--- src/rtl/tu_packer.sv ---
module tu_packer #(
  parameter int TU_LEN = 64,
  parameter int FRAC_W = 8,
  parameter int NPAIR_W = 12,
  parameter logic [7:0] C_IDLE = 8'h00,
  parameter logic [7:0] C_BS   = 8'hB1,
  parameter logic [7:0] C_BE   = 8'hB2,
  parameter logic [7:0] C_FS   = 8'hF1,
  parameter logic [7:0] C_FE   = 8'hF2,
  parameter logic [7:0] C_FILL = 8'hF0
) (
  input  logic                      clk,
  input  logic                      rst_n,
  input  logic [$clog2(TU_LEN):0]   data_int,
  input  logic [FRAC_W-1:0]         frac,
  input  logic [NPAIR_W-1:0]        line_pairs,
  input  logic                      pix_valid,
  input  logic                      pix_sol,
  input  logic                      pix_vblank,
  input  logic [23:0]               pix_a,
  input  logic [23:0]               pix_b,
  output logic                      pix_ready,
  output logic [8:0]                out_a0,
  output logic [8:0]                out_a1,
  output logic [8:0]                out_b0,
  output logic [8:0]                out_b1,
  output logic                      underflow
);

  localparam int POS_W  = $clog2(TU_LEN / 2);
  localparam int SLOT_W = $clog2(TU_LEN) + 1;
  localparam int LEFT_W = NPAIR_W + 2;
  localparam logic [8:0] IDLE9 = {1'b1, C_IDLE};
  localparam logic [8:0] BS9   = {1'b1, C_BS};
  localparam logic [8:0] BE9   = {1'b1, C_BE};

  typedef enum logic [1:0] {S_IDLE, S_LINE, S_BS} st_t;

  st_t               st;
  logic [POS_W-1:0]  pos;
  logic [SLOT_W-1:0] dcnt;
  logic [FRAC_W-1:0] acc;
  logic [LEFT_W-1:0] left;
  logic              vb;
  logic [2:0]        cnt;
  logic [31:0]       sbuf [2];
  logic [31:0]       comb [2];
  logic [23:0]       lpix [2];

  function automatic logic [8:0] pad(input logic [SLOT_W-1:0] s, input logic [SLOT_W-1:0] d);
    if (s == SLOT_W'(TU_LEN - 1)) return {1'b1, C_FE};
    else if (s == d)              return {1'b1, C_FS};
    else                          return {1'b1, C_FILL};
  endfunction

  logic              in_line, start, dat0, dat1, need, load, hold;
  logic [1:0]        k;
  logic [SLOT_W-1:0] s0, s1, d_next;
  logic [FRAC_W:0]   acc_sum;
  logic [8:0]        c0, c1;

  assign in_line = (st == S_LINE);
  assign start   = (st == S_IDLE) && pix_valid && pix_sol;
  assign s0      = {1'b0, pos, 1'b0};
  assign s1      = {1'b0, pos, 1'b1};
  assign dat0    = in_line && (s0 < dcnt) && (left != '0);
  assign dat1    = in_line && (s1 < dcnt) && (left > LEFT_W'(1));
  assign k       = {1'b0, dat0} + {1'b0, dat1};
  assign need    = {1'b0, k} > cnt;
  assign hold    = need && !pix_valid;
  assign load    = pix_valid && ((st == S_IDLE) || need);
  assign acc_sum = {1'b0, (st == S_IDLE) ? '0 : acc} + {1'b0, frac};
  assign d_next  = data_int + SLOT_W'(acc_sum[FRAC_W]);

  assign underflow = hold;
  assign pix_ready = load;
  assign lpix[0]   = pix_a;
  assign lpix[1]   = pix_b;

  for (genvar l = 0; l < 2; l++) begin : g_lane
    assign comb[l] = sbuf[l] | (load ? ({lpix[l], 8'h00} >> {cnt, 3'b000}) : 32'h0);
  end

  always_comb begin
    c0 = IDLE9;
    c1 = IDLE9;
    case (st)
      S_IDLE: if (start && !pix_vblank) c1 = BE9;
      S_BS:   c0 = BS9;
      default: if (!hold) begin
        if (!dat0 && !vb) c0 = pad(s0, dcnt);
        if (!dat1) begin
          if (dat0 && left == LEFT_W'(1)) c1 = BS9;
          else if (!vb)                   c1 = pad(s1, dcnt);
        end
      end
    endcase
  end

  logic use0, use1;
  assign use0   = dat0 && !hold && !vb;
  assign use1   = dat1 && !hold && !vb;
  assign out_a0 = use0 ? {1'b0, comb[0][31:24]} : c0;
  assign out_a1 = use1 ? {1'b0, comb[0][23:16]} : c1;
  assign out_b0 = use0 ? {1'b0, comb[1][31:24]} : c0;
  assign out_b1 = use1 ? {1'b0, comb[1][23:16]} : c1;

  always_ff @(posedge clk) begin
    if (!rst_n) begin
      st   <= S_IDLE;
      pos  <= '0;
      dcnt <= '0;
      acc  <= '0;
      left <= '0;
      vb   <= 1'b0;
      cnt  <= '0;
      for (int l = 0; l < 2; l++) sbuf[l] <= '0;
    end else begin
      case (st)
        S_IDLE: if (start) begin
          st   <= S_LINE;
          pos  <= '0;
          acc  <= acc_sum[FRAC_W-1:0];
          dcnt <= d_next;
          left <= {line_pairs, 1'b0} + LEFT_W'(line_pairs);
          vb   <= pix_vblank;
          cnt  <= 3'd3;
          for (int l = 0; l < 2; l++) sbuf[l] <= comb[l];
        end
        S_LINE: if (!hold) begin
          for (int l = 0; l < 2; l++) sbuf[l] <= comb[l] << {k, 3'b000};
          cnt  <= cnt + (load ? 3'd3 : 3'd0) - {1'b0, k};
          left <= left - LEFT_W'(k);
          pos  <= pos + 1'b1;
          if (pos == '1) begin
            acc  <= acc_sum[FRAC_W-1:0];
            dcnt <= d_next;
          end
          if (dat0 && left == LEFT_W'(k)) st <= dat1 ? S_BS : S_IDLE;
        end
        default: st <= S_IDLE;
      endcase
    end
  end

  assert_hold_quiet_R8: assert property (@(posedge clk) disable iff (!rst_n)
    underflow |-> (out_a0 == IDLE9 && out_a1 == IDLE9 && out_b0 == IDLE9 && out_b1 == IDLE9 && !pix_ready));

  assert_lane_ctrl_R10: assert property (@(posedge clk) disable iff (!rst_n)
    (out_a0[8] == out_b0[8]) && (out_a1[8] == out_b1[8]));

  assert_slot_order_R1: assert property (@(posedge clk) disable iff (!rst_n)
    !out_a1[8] |-> !out_a0[8]);

  assert_be_then_data_R5: assert property (@(posedge clk) disable iff (!rst_n)
    (out_a1 == BE9) |=> !out_a0[8]);

  assert_bs_then_idle_R6: assert property (@(posedge clk) disable iff (!rst_n)
    (out_a1 == BS9) |=> (out_a0 == IDLE9));

  assert_bs_slot0_R6: assert property (@(posedge clk) disable iff (!rst_n)
    (out_a0 == BS9) |-> (out_a1 == IDLE9 && !pix_ready));

  assert_unit_count_R2: assert property (@(posedge clk) disable iff (!rst_n)
    in_line |-> (dcnt != '0 && dcnt <= SLOT_W'(TU_LEN)));

  assert_buf_fill_R4: assert property (@(posedge clk) disable iff (!rst_n)
    cnt <= 3'd3);

endmodule

--- config.mk ---
export PLATFORM = sky130hd
export DESIGN_NAME = tu_packer
export DESIGN_NICKNAME = d
export VERILOG_FILES = /design/src/rtl/tu_packer.sv
export SDC_FILE = /design/constraint.sdc
export NUM_CORES = 1
export LEC_CHECK = 0
export BUFFER_PORTS_ARGS = -buffer_cell sky130_fd_sc_hd__buf_2
export CORE_AREA = 2 2 126 128
export DETAILED_ROUTE_END_ITERATION = 8
export DIE_AREA = 0 0 128 130
export PLACE_DENSITY_LB_ADDON = 0.1
export SLEW_MARGIN = 20
export SYNTH_ARGS = -nofsm -noshare
export SYNTH_HDL_FRONTEND = slang
export SYNTH_SLANG_ARGS = --single-unit
export TNS_END_PERCENT = 1
--- constraint.sdc ---
create_clock -name clk -period 4.15 [get_ports clk]
set_input_delay 0.83 -clock clk [delete_from_list [all_inputs] [get_ports clk]]
set_output_delay 0.83 -clock clk [all_outputs]
set_load 0.005 [all_outputs]
==> results of run 1 <==
per-stage QoR:
step / hold slack (ns) / worst slack, ns / util (%) / area, um^2 / std cells
after global placement: 0.435 / 0.0944 / 58.7 / 9050 / 1220
after global routing: 0.470 / -0.245 / 62.5 / 9630 / 1246
after floorplan: 0.427 / -0.0397 / - / 8020 / 910
final: 0.445 / -0.117 / 62.5 / 9630 / 1246
after detailed placement: 0.439 / 0.00916 / 58.7 / 9050 / 1220
after CTS: 0.449 / -0.0579 / 61.7 / 9520 / 1242
repair_timing:
action,4_1_cts,5_1_grt
cloned,0,1
resized for setup,42,19
endpoints found under the setup margin,34,38
pin swaps,8,7
buffers inserted,6,3
final cells by class:
class                   count  area, um^2
repair buffers            186        1170
fillers                  1382        5790
flip-flops and latches    104        2730
well taps                 192         240
clock inverters             7        48.8
inverters                  45         174
clock buffers               9         225
multi-input cells         703        5050
layout by cell type (no fill, tap or decap), drive strengths merged, types with 20 or more instances in the layout:
master and count:
nor2 86, nand2 107, mux2 35, buf 185
dfxtp 40, inv 41, nand2b 22, a21oi 86
ha 39, o21ai 47, nor3 20, edfxtp 64
o221ai 33
path summary, 6_finish.rpt:
check               start   endpoint  slack [ns]
hold / removal     acc[2]     acc[2]        0.45
setup / recovery  dcnt[4]  out_a1[7]       -0.12
setup reg to reg  dcnt[4]     cnt[2]        0.29
hold reg to reg    acc[2]     acc[2]        0.45
state kept, by name, indices dropped and copies added, names as in the netlist:
signal / count
sbuf: 64
left: 14
acc: 8
dcnt: 7
pos: 5
cnt: 3
st: 2
vb: 1
layer usage:
| layer | share of wire [%] | up-vias | global-route usage [%] | routed length [um] |
|---|---|---|---|---|
| met5 | 0 | - | 0 | 0 |
| met4 | 2.5 | 0 | 11.4 | 625 |
| met3 | 7.6 | 53 | 3.77 | 1930 |
| met2 | 49 | 392 | 52.9 | 12400 |
| met1 | 41 | 3728 | 38.4 | 10300 |
| li1 | - | 3720 | - | - |
power by group:
part	leakage, nW	switching (mW)	total (mW)	internal [mW]
Sequential	1.02	0.0769	1.33	1.26
Clock	0.125	0.419	0.825	0.407
Combinational	2.72	1.07	1.80	0.729
Total	3.87	1.57	3.96	2.39
tightest hold or removal path, stage by stage (launching register included):
cell	delay, ns
dfxtp_1	0.30
nand2_1	0.05
a21oi_1	0.05
cell families (layout without fill, tap and decap cells):
kind of cell	Yosys count	count (layout)
AO/OA/AOI/OAI	304	304
XOR/XNOR	18	18
adder cells (fa/ha/maj)	44	44
AND/OR/NAND/NOR	299	299
multiplexers	38	38
buffers and inverters	103	247
flip-flops	104	104
==> parameters.txt, run 1 <==
Parameter                              Value

Power and ir drop
  Overall power consumption ... 3.96 mW
  Static leakage ... around 3.9 nW
  Maximum VDD drop ... between 0.0002 and 0.0003 V
  Power density over the cells ... slightly above 400 nW/um^2

Final layout
  Final net count ... 1,173
  Antenna cell count ... 0
  Share of post-route cells with drive strength above 1 ... between 20 and 30%
  Area added between synthesis and finish ... 20.5%

Run
  Count of maximum capacitance violations ... 0

Setup path
  R2r worst-path depth ... 19
  Gate family responsible for the most delay along the worst path ... adder cells
  Critical path data required time ... about 3.3 ns
  Cell with the largest stage delay on the worst path ... dfxtp_2
  Worst stage delay on the critical path ... between 0.3 and 0.4 ns
  Crit-path cells ... inv_2, ha_4, nand4b_1, a21oi_2, a211oi_2, ha_1, clkinv_2, ha_4, a211oi_2, o21ai_2, inv_2, nor2_1, nand2_2, buf_4, o21ai_0, buf_2
  Crit path buffers/inverters ... 5
  Cell depth of the worst setup path ... 16
  Worst EP arrival ... between 3 and 4 ns
  Element type at the critical path start ... register
  Worst setup path class ... register to output port
  Setup crit end kind ... output port
  Biggest fanout along the worst timing path ... 7

Drt
  Vias/cell ... 6.33
  Post-DRT Antenna Nets ... 0
  First-iteration detailed-routing DRC count ... approximately 680
  Detailed Routing Iterations Pass 1 ... 5
  Routed via count ... just under 8k
  DRC violations left ... 0
  Total routed wirelength ... between 20,000 and 30,000 um
  Post-DR wirelength/cell ... 20.3 um

Synthesis
  Async set-reset flop share out of synthesis ... 0%
  Post-Synthesis Cell Area ... around 8000 um^2
  Most used flip-flop cell after synthesis ... edfxtp_1
  Synthesized-area fraction occupied by xor and xnor cells ... under 10%
  Most common cell in the netlist ... nand2_1
  Syn_area_per_cell ... roughly 8.8 um^2
  Register area share after synthesis ... 34.0%
  Synthesized-area fraction occupied by and/or/nand/nor cells ... between 10% and 20%
  Count of cell types in the netlist ... 78
  Synth Area in Adders ... roughly 7.4%
  Area fraction in compound gates after synthesis ... between 20 and 30%
  Multiplexer fraction of the synthesized cell area ... around 5.3%
  Net count of the mapped netlist ... between 1k and 1.5k
  Most frequent cells after synthesis ... nand2_1 (107), a21oi_1 (85), nor2_1 (85), edfxtp_1 (64), o21ai_0 (43)
  Number of flops mapped to enable cells by yosys ... 64
  Biggest area contributors in the synthesized netlist ... edfxtp_1 (24%), dfxtp_1 (10%), ha_1 (6.1%)
  Yosys warnings ... 0
  Synthesized instance count ... 910
  Cell taking the most area after synthesis ... edfxtp_1
  Area share of the largest cell type after synthesis ... ~24%
  #FFs+latches synth ... about 100
  Main combinational cell family by area after synthesis ... compound AO/OA/AOI/OAI gates

Die
  Top-Level Pins ... about 120
  Die Span Y ... around 130 um
  Core area ... around 15,000 um^2
  Starting utilization of the core area ... between 50% and 60%
  Die Area ... 16,600 um^2
  Number of placement rows ... between 40 and 50
  Overall die width ... 128 um

STA
  Worst slew pin tran ... 1.08 ns
  Worst Setup Slack, final ... -0.117 ns
  Final max-slew violation count ... 0
  Worst clock skew ... 0.0123 ns
  Tightest slew margin relative to the limit ... between 20 and 30%
  Final worst path period share ... 103%
  Finish-stage setup viols ... 28
  Post-Route Setup TNS ... -1.97 ns
  Post-layout min period ... 4.27 ns
  Hold violation count in the final report ... 0
  Setup repair after global routing missed its margin ... true
  Fmax ... around 0.23 GHz

Global route
  Initial antenna violation count ... 0
  Total global-route track usage ... between 30% and 40%
  Maximum number of pins on one net before global-route repair ... 65
  Wire length of the first global-routing pass ... 39,200 um
  Via count of the first global-routing pass ... 7,523
  Global route total overflow ... 0

Min path
  Number of cells on the worst hold path ... 2
  Worst hold path type ... register to register

Status
  Violations in the final reports ... setup timing
  Outcome ... complete, but fails checks

CTS
  Buffer type at the clock tree root ... clkbuf_16
  Number of hold buffers added after CTS ... 0
  Worst-case clock buffer depth ... 2
  Clock-pin slew of the registers on the worst-case setup and hold paths ... 0.07 ns
  H-Tree Depth ... 3
  Clock Latency Late Sink ... 0.37 ns
  Number of buffers added by the clock tree synthesis step ... 9
  TritonCTS Sinks ... between 100 and 150
  TritonCTS clock tree ... built

Placement
  GPL Wtd Cong ... just under 0.9
  Input/output buffers ... 117
  Final HPWL DP ... ~17,000 um
Power figures use the tool's default switching activity.
==> run 2: changes to the inputs <==
--- a/config.mk
+++ b/config.mk
@@ -9,6 +9,7 @@
 export CORE_AREA = 2 2 126 128
 export DETAILED_ROUTE_END_ITERATION = 8
 export DIE_AREA = 0 0 128 130
+export MAX_ROUTING_LAYER = met4
 export PLACE_DENSITY_LB_ADDON = 0.1
 export SLEW_MARGIN = 20
 export SYNTH_ARGS = -nofsm -noshare
==> run 2 against run 1 <==
Net effect:
- the flow still finishes with violations (setup timing)
- combinational power barely moved
- cell count did not move
- sequential cell count did not move
- maximum frequency fell by 0.23%
- clock-buffer cell count did not move
- sequential share of layout area did not move
- largest cell class unchanged
- highest routed layer unchanged
==> parameters.txt, run 2 (synthesized netlist as in run 1, its figures left out) <==
Parameter                              Value

Power and ir drop
  Part of the power in the clock network ... about a fifth
  Combinational cell fraction of total power ... 45.5%
  Portion of total power attributed to sequential cells ... about a third
  Sw Pwr ... 1.56 mW
  Switching Fraction ... approximately 40%
  Maximum VDD drop ... 0.000253 V
  Static leakage ... 3.87 nW
  Power density over the cells ... approximately 410 nW/um^2
  Internal cell power ... about 2.4 mW

Global route
  Wire length of the first global-routing pass ... between 30,000 and 40,000 um
  Initial antenna violation count ... 0
  GR met3 Demand/Resource ... under 10%
  Total global-route track usage ... between 30% and 40%
  Global-route track usage on met1 ... 38.6%
  Global route total overflow ... 0
  Via count of the first global-routing pass ... 7,524
  Maximum number of pins on one net before global-route repair ... 65
  Met2 usage ... between 50% and 60%
  Layer carrying the most global-route usage ... met2

Placement
  Dpl ws ... ~0.0092 ns
  Instance count after placement with tap cells included ... roughly 1.2k
  Final HPWL DP ... 17,200 um
  GPL Wtd Cong ... roughly 0.9
  Input/output buffers ... around 120

CTS
  Clock Latency Late Sink ... about 0.36 ns
  TritonCTS Sinks ... 104
  Buffer type at the clock tree root ... clkbuf_16
  H-Tree Depth ... 3
  Clock-pin slew of the registers on the worst-case setup and hold paths ... 0.07 ns
  Number of buffers added by the clock tree synthesis step ... 9
  Number of hold buffers added after CTS ... 0
  Worst-case clock buffer depth ... 2
  TritonCTS clock tree ... built

Status
  Outcome ... complete, but fails checks
  Violations in the final reports ... setup timing

Setup path
  Startpoint of the most critical setup path ... dcnt[4]
  Setup crit end kind ... output port
  Worst stage delay on the critical path ... about 0.33 ns
  Worst EP arrival ... between 3 and 4 ns
  Crit-path cells ... inv_2, ha_4, nand4b_1, a21oi_2, a211oi_2, ha_1, clkinv_2, ha_4, a21oi_4, o21ai_4, a21oi_4, and2_1, buf_4, a21oi_1, o21ai_1, buf_2
  Element type at the critical path start ... register
  Cell with the largest stage delay on the worst path ... dfxtp_2
  Critical path data required time ... approximately 3.3 ns
  Reg2reg start ... dcnt[4]
  Biggest fanout along the worst timing path ... 9
  Worst setup path class ... register to output port

Final layout
  Share of post-route cells with drive strength above 1 ... between 20% and 30%
  Final core area utilization ... 62.5%
  Number of flip-flops in the largest register ... 64
  Area added between synthesis and finish ... 20.5%
  Filler Cell Count ... around 1.4k
  Most common library cell in the layout ignoring fill and taps ... buf_2
  Antenna cell count ... 0
  Footprint of the multi-input gates ... between 5000 and 6000 um^2
  Largest register by flop count ... sbuf
  Top flop regs ... sbuf x64, left x14, acc x8
  Final net count ... ~1.2k
  Non-Filler Instances ... ~1.2k
  Register cell area after layout ... between 2000 and 3000 um^2
  Most frequent cells in the layout ... buf_2 (117), nand2_1 (106), nor2_1 (84)

Die
  Starting utilization of the core area ... between 50 and 60%
  Core area ... between 15,000 and 20,000 um^2
  Overall die width ... about 130 um
  Top-Level Pins ... 118
  Die Area ... approximately 17,000 um^2
  Number of placement rows ... 46
  Die Span Y ... 130 um

STA
  Worst slew pin tran ... about 1.1 ns
  Tightest slew margin relative to the limit ... a little over a quarter
  Hold violation count in the final report ... 0
  Fmax ... between 0.2 and 0.25 GHz
  Final max-slew violation count ... 0
  Worst clock skew ... approximately 0.012 ns
  Post-layout min period ... ~4.3 ns
  Worst Setup Slack, final ... -0.127 ns
  Final worst path period share ... 103%
  Setup repair after global routing missed its margin ... true
  Finish-stage setup viols ... 28

Run
  Count of maximum capacitance violations ... 0

Drt
  Routed via count ... between 7k and 8k
  Post-DRT Antenna Nets ... 0
  Total routed wirelength ... ~25,000 um
  Post-DR wirelength/cell ... slightly above 20 um
  Detailed Routing Iterations Pass 1 ... 5
  Vias/cell ... between 6 and 7
  First-iteration detailed-routing DRC count ... 671
  DRC violations left ... 0

Min path
  Worst hold path type ... register to register
  Hold Path Origin ... acc[2]
==> run 2: cell counts in the layout (fill, tap and decap cells not counted) <==
No cell type changed its count.
==> run 2: power groups by stage <==
stage / sequential [mW] / combinational, mW / clock (mW)
6_report: 1.33 / 1.80 / 0.821
5_1_grt: 1.35 / 1.95 / 0.868
4_1_cts: 1.33 / 1.72 / 0.832
3_5_place_dp: 1.34 / 1.64 / 0
3_3_place_gp: 1.34 / 1.64 / 0
2_1_floorplan: 1.33 / 1.11 / 0
==> run 2: layer usage <==
layer,wire length [um],share of wire [%],up-vias
met1,10500,42,3681
met5,0,0,-
met4,756,3.0,0
li1,-,-,3723
met2,12200,48,381
met3,1760,7.0,70
==> run 2: layout make-up <==
class / instances / area share [%]
Multi-Input combinational cell: 703 / 52.4
Sequential cell: 104 / 28.3
Timing Repair Buffer: 186 / 12.2
Tap cell: 192 / 2.49
Clock buffer: 9 / 2.34
Inverter: 45 / 1.81
Clock inverter: 7 / 0.506
==> run 2: worst paths after layout <==
check / slack [ns] / to / depth (start not counted)
min reg2reg: 0.45 / acc[2] / 2
max reg2reg: 0.28 / cnt[2] / 19
max: -0.13 / out_a1[0] / 16
min: 0.45 / acc[2] / 2
==> run 2: worst max-delay path, delay by kind of cell, from the launching register on <==
family / cells / cell delay, ns
compound gates: 7 / 1.07
simple gates: 2 / 0.37
fa+ha+maj: 3 / 0.82
flops: 1 / 0.33
buf+inv: 4 / 0.49
==> run 2: repair_timing <==
| item | 4_1_cts | 5_1_grt |
|---|---|---|
| buffers inserted | 6 | 3 |
| pin swaps | 8 | 7 |
| gates cloned | 0 | 1 |
| resized for setup | 42 | 19 |
| setup endpoints to repair | 34 | 38 |
==> run 2: metrics by stage <==
| step | hold WS, ns | power, mW | TNS (ns) | cell area, um^2 |
|---|---|---|---|---|
| floorplan | 0.427 | 2.45 | -0.0397 | 8020 |
| global placement | 0.435 | 2.98 | 0 | 9050 |
| detailed placement | 0.439 | 2.99 | 0 | 9050 |
| CTS | 0.449 | 3.88 | -0.393 | 9520 |
| global route | 0.470 | 4.16 | -5.62 | 9630 |
| finish | 0.445 | 3.95 | -1.81 | 9630 |
==> run 3: changes to the inputs <==
--- a/config.mk
+++ b/config.mk
@@ -11,6 +11,7 @@
 export DIE_AREA = 0 0 128 130
 export MAX_ROUTING_LAYER = met4
 export PLACE_DENSITY_LB_ADDON = 0.1
+export SKIP_LAST_GASP = 1
 export SLEW_MARGIN = 20
 export SYNTH_ARGS = -nofsm -noshare
 export SYNTH_HDL_FRONTEND = slang
==> run 3 against run 2 <==
Net effect:
- the run still ends with setup timing left
- power decreased by 0.26%
- sequential power is essentially flat
- sequential share of layout area rose by 0.076 points
- cell count about the same
- sequential cell count did not move
- routed wire length down 0.17%
- non-clock buffer count grew 1
- global-route usage is 0.073 points lower
==> parameters.txt, run 3 (synthesized netlist as in run 1, its figures left out) <==
Parameter                              Value

Setup path
  Biggest fanout along the worst timing path ... 7
  Element type at the critical path start ... register
  Worst setup path class ... register to output port
  Worst stage delay on the critical path ... 0.36 ns
  Crit path buffers/inverters ... 4
  Worst EP arrival ... around 3.4 ns
  Setup crit end kind ... output port
  Gate family responsible for the most delay along the worst path ... compound AO/OA/AOI/OAI gates
  Crit-path cells ... inv_2, ha_4, nand4b_1, a21oi_2, a211oi_2, ha_2, inv_4, ha_4, a21oi_4, o21ai_4, a21oi_4, and2_1, buf_4, a21oi_2, o21ai_0, buf_2
  Cell with the largest stage delay on the worst path ... ha_2
  Critical path data required time ... approximately 3.3 ns

Die
  Overall die width ... approximately 130 um
  Die Span Y ... ~130 um
  Starting utilization of the core area ... around 52%
  Top-Level Pins ... approximately 120
  Die Area ... 16,600 um^2
  Core area ... about 15,000 um^2
  Number of placement rows ... 46

Status
  Violations in the final reports ... setup timing
  Outcome ... complete, but fails checks

Drt
  Post-DR wirelength/cell ... about 20 um
  Total routed wirelength ... approximately 25,000 um
  DRT met1 WL ... between 10,000 and 15,000 um
  DRC violations left ... 0
  Routed met2 length ... 12,100 um
  Detailed Routing Iterations Pass 1 ... 7
  Top routing layer used ... met4
  Vias/cell ... between 6 and 7
  First-iteration detailed-routing DRC count ... approximately 660
  Post-DRT Antenna Nets ... 0
  Routed length on met3 ... about 2000 um
  Routed via count ... 7,851

Global route
  Total global-route track usage ... a little under a third
  Wire length of the first global-routing pass ... ~39,000 um
  Via count of the first global-routing pass ... about 7.5k
  Global route total overflow ... 0
  Maximum number of pins on one net before global-route repair ... 65
  Initial antenna violation count ... 0

STA
  Fmax ... roughly 0.23 GHz
  Worst slew pin tran ... approximately 1.1 ns
  Worst clock skew ... roughly 0.012 ns
  Hold violation count in the final report ... 0
  Tightest slew margin relative to the limit ... roughly 28%
  Finish-stage setup viols ... 27
  Worst Setup Slack, final ... -0.116 ns
  Post-layout min period ... roughly 4.3 ns
  Final worst path period share ... 103%
  Final max-slew violation count ... 0
  Setup repair after global routing missed its margin ... true
  Post-Route Setup TNS ... -1.40 ns

Final layout
  Largest register by flop count ... sbuf
  Antenna cell count ... 0
  Most common library cell in the layout ignoring fill and taps ... buf_2
  Most frequent cells in the layout ... buf_2 (117), nand2_1 (106), nor2_1 (84)
  Number of flip-flops in the largest register ... between 60 and 70
  Share of post-route cells with drive strength above 1 ... between 20 and 30%
  Top flop regs ... sbuf x64, left x14, acc x8
  Final net count ... ~1.2k
  Area added between synthesis and finish ... 20.2%

Power and ir drop
  Static leakage ... slightly below 4 nW
  Power density over the cells ... 410 nW/um^2
  Overall power consumption ... 3.94 mW
  Maximum VDD drop ... approximately 0.00025 V

Min path
  Worst hold path type ... register to register

CTS
  Clock Latency Late Sink ... roughly 0.36 ns
  Clock-pin slew of the registers on the worst-case setup and hold paths ... 0.07 ns
  Worst-case clock buffer depth ... 2
  H-Tree Depth ... 3
  Number of buffers added by the clock tree synthesis step ... 9
  TritonCTS Sinks ... roughly 100
  Buffer type at the clock tree root ... clkbuf_16
  TritonCTS clock tree ... built

Placement
  Final HPWL DP ... 17,200 um
  GPL Wtd Cong ... just under 0.9
  Input/output buffers ... ~120

Run
  Count of maximum capacitance violations ... 0
[run 3: cell count changes in the layout (fill, tap and decap cells not counted)]
cell / change
a21oi_1: +8
a21oi_2: -8
buf_4: +2
o21ai_0: +2
o21ai_1: -2
buf_6: -1
clkinv_2: -1
dfxtp_1: -1
dfxtp_2: +1
ha_1: -1
ha_2: +1
inv_4: +1
[run 3: final timing paths]
check	endpoint	slack, ns	start	depth (start not counted)
setup / recovery	out_a1[6]	-0.12	dcnt[4]	16
hold / removal	acc[2]	0.45	acc[2]	2
setup reg to reg	left[10]	0.28	dcnt[4]	14
hold reg to reg	acc[2]	0.45	acc[2]	2
[run 3: cell type report]
cell class / instances / area (um^2)
flip-flops and latches: 104 / 2730
multi-input cells: 703 / 5020
clock buffers: 9 / 225
repair buffers: 187 / 1180
clock inverters: 7 / 48.8
inverters: 45 / 175
well taps: 192 / 240
fillers: 1380 / 5810
[run 3: report_power, final]
| part | internal [mW] | switching [mW] | leakage (nW) |
|---|---|---|---|
| logic | 0.725 | 1.07 | 2.72 |
| clock network | 0.407 | 0.414 | 0.125 |
| registers | 1.26 | 0.0740 | 1.02 |
[run 3: tightest hold or removal path: cells and delay by family (launching register included)]
family,cells,cell delay [ns]
DFF,1,0.30
and+or+nand+nor,1,0.05
AOI/OAI and AO/OA,1,0.05
[run 3: per-layer routing]
| layer | vias to the layer above | GRT usage, % |
|---|---|---|
| met5 | - | - |
| met2 | 411 | 52.4 |
| met3 | 70 | 3.73 |
| li1 | 3720 | - |
| met4 | 0 | 12.1 |
| met1 | 3650 | 38.5 |
[run 3: metrics by stage]
| step | utilization (%) | setup WS [ns] | cells | instance area, um^2 | hold slack [ns] |
|---|---|---|---|---|---|
| after global placement | 58.7 | 0.0944 | 1220 | 9050 | 0.435 |
| after floorplan | - | -0.0397 | 910 | 8020 | 0.427 |
| after detailed placement | 58.7 | 0.00916 | 1220 | 9050 | 0.439 |
| after CTS | 61.3 | -0.119 | 1242 | 9450 | 0.449 |
| after global routing | 62.3 | -0.223 | 1247 | 9610 | 0.470 |
| final | 62.3 | -0.116 | 1247 | 9610 | 0.445 |
[run 3: what timing repair did]
action                     CTS  global route
resized for setup           19            34
setup buffers                6             4
setup endpoints to repair   34            38
hold endpoints to repair     0             0
gates cloned                 0             1
pin swaps                    7            12
hold buffers                 0             0
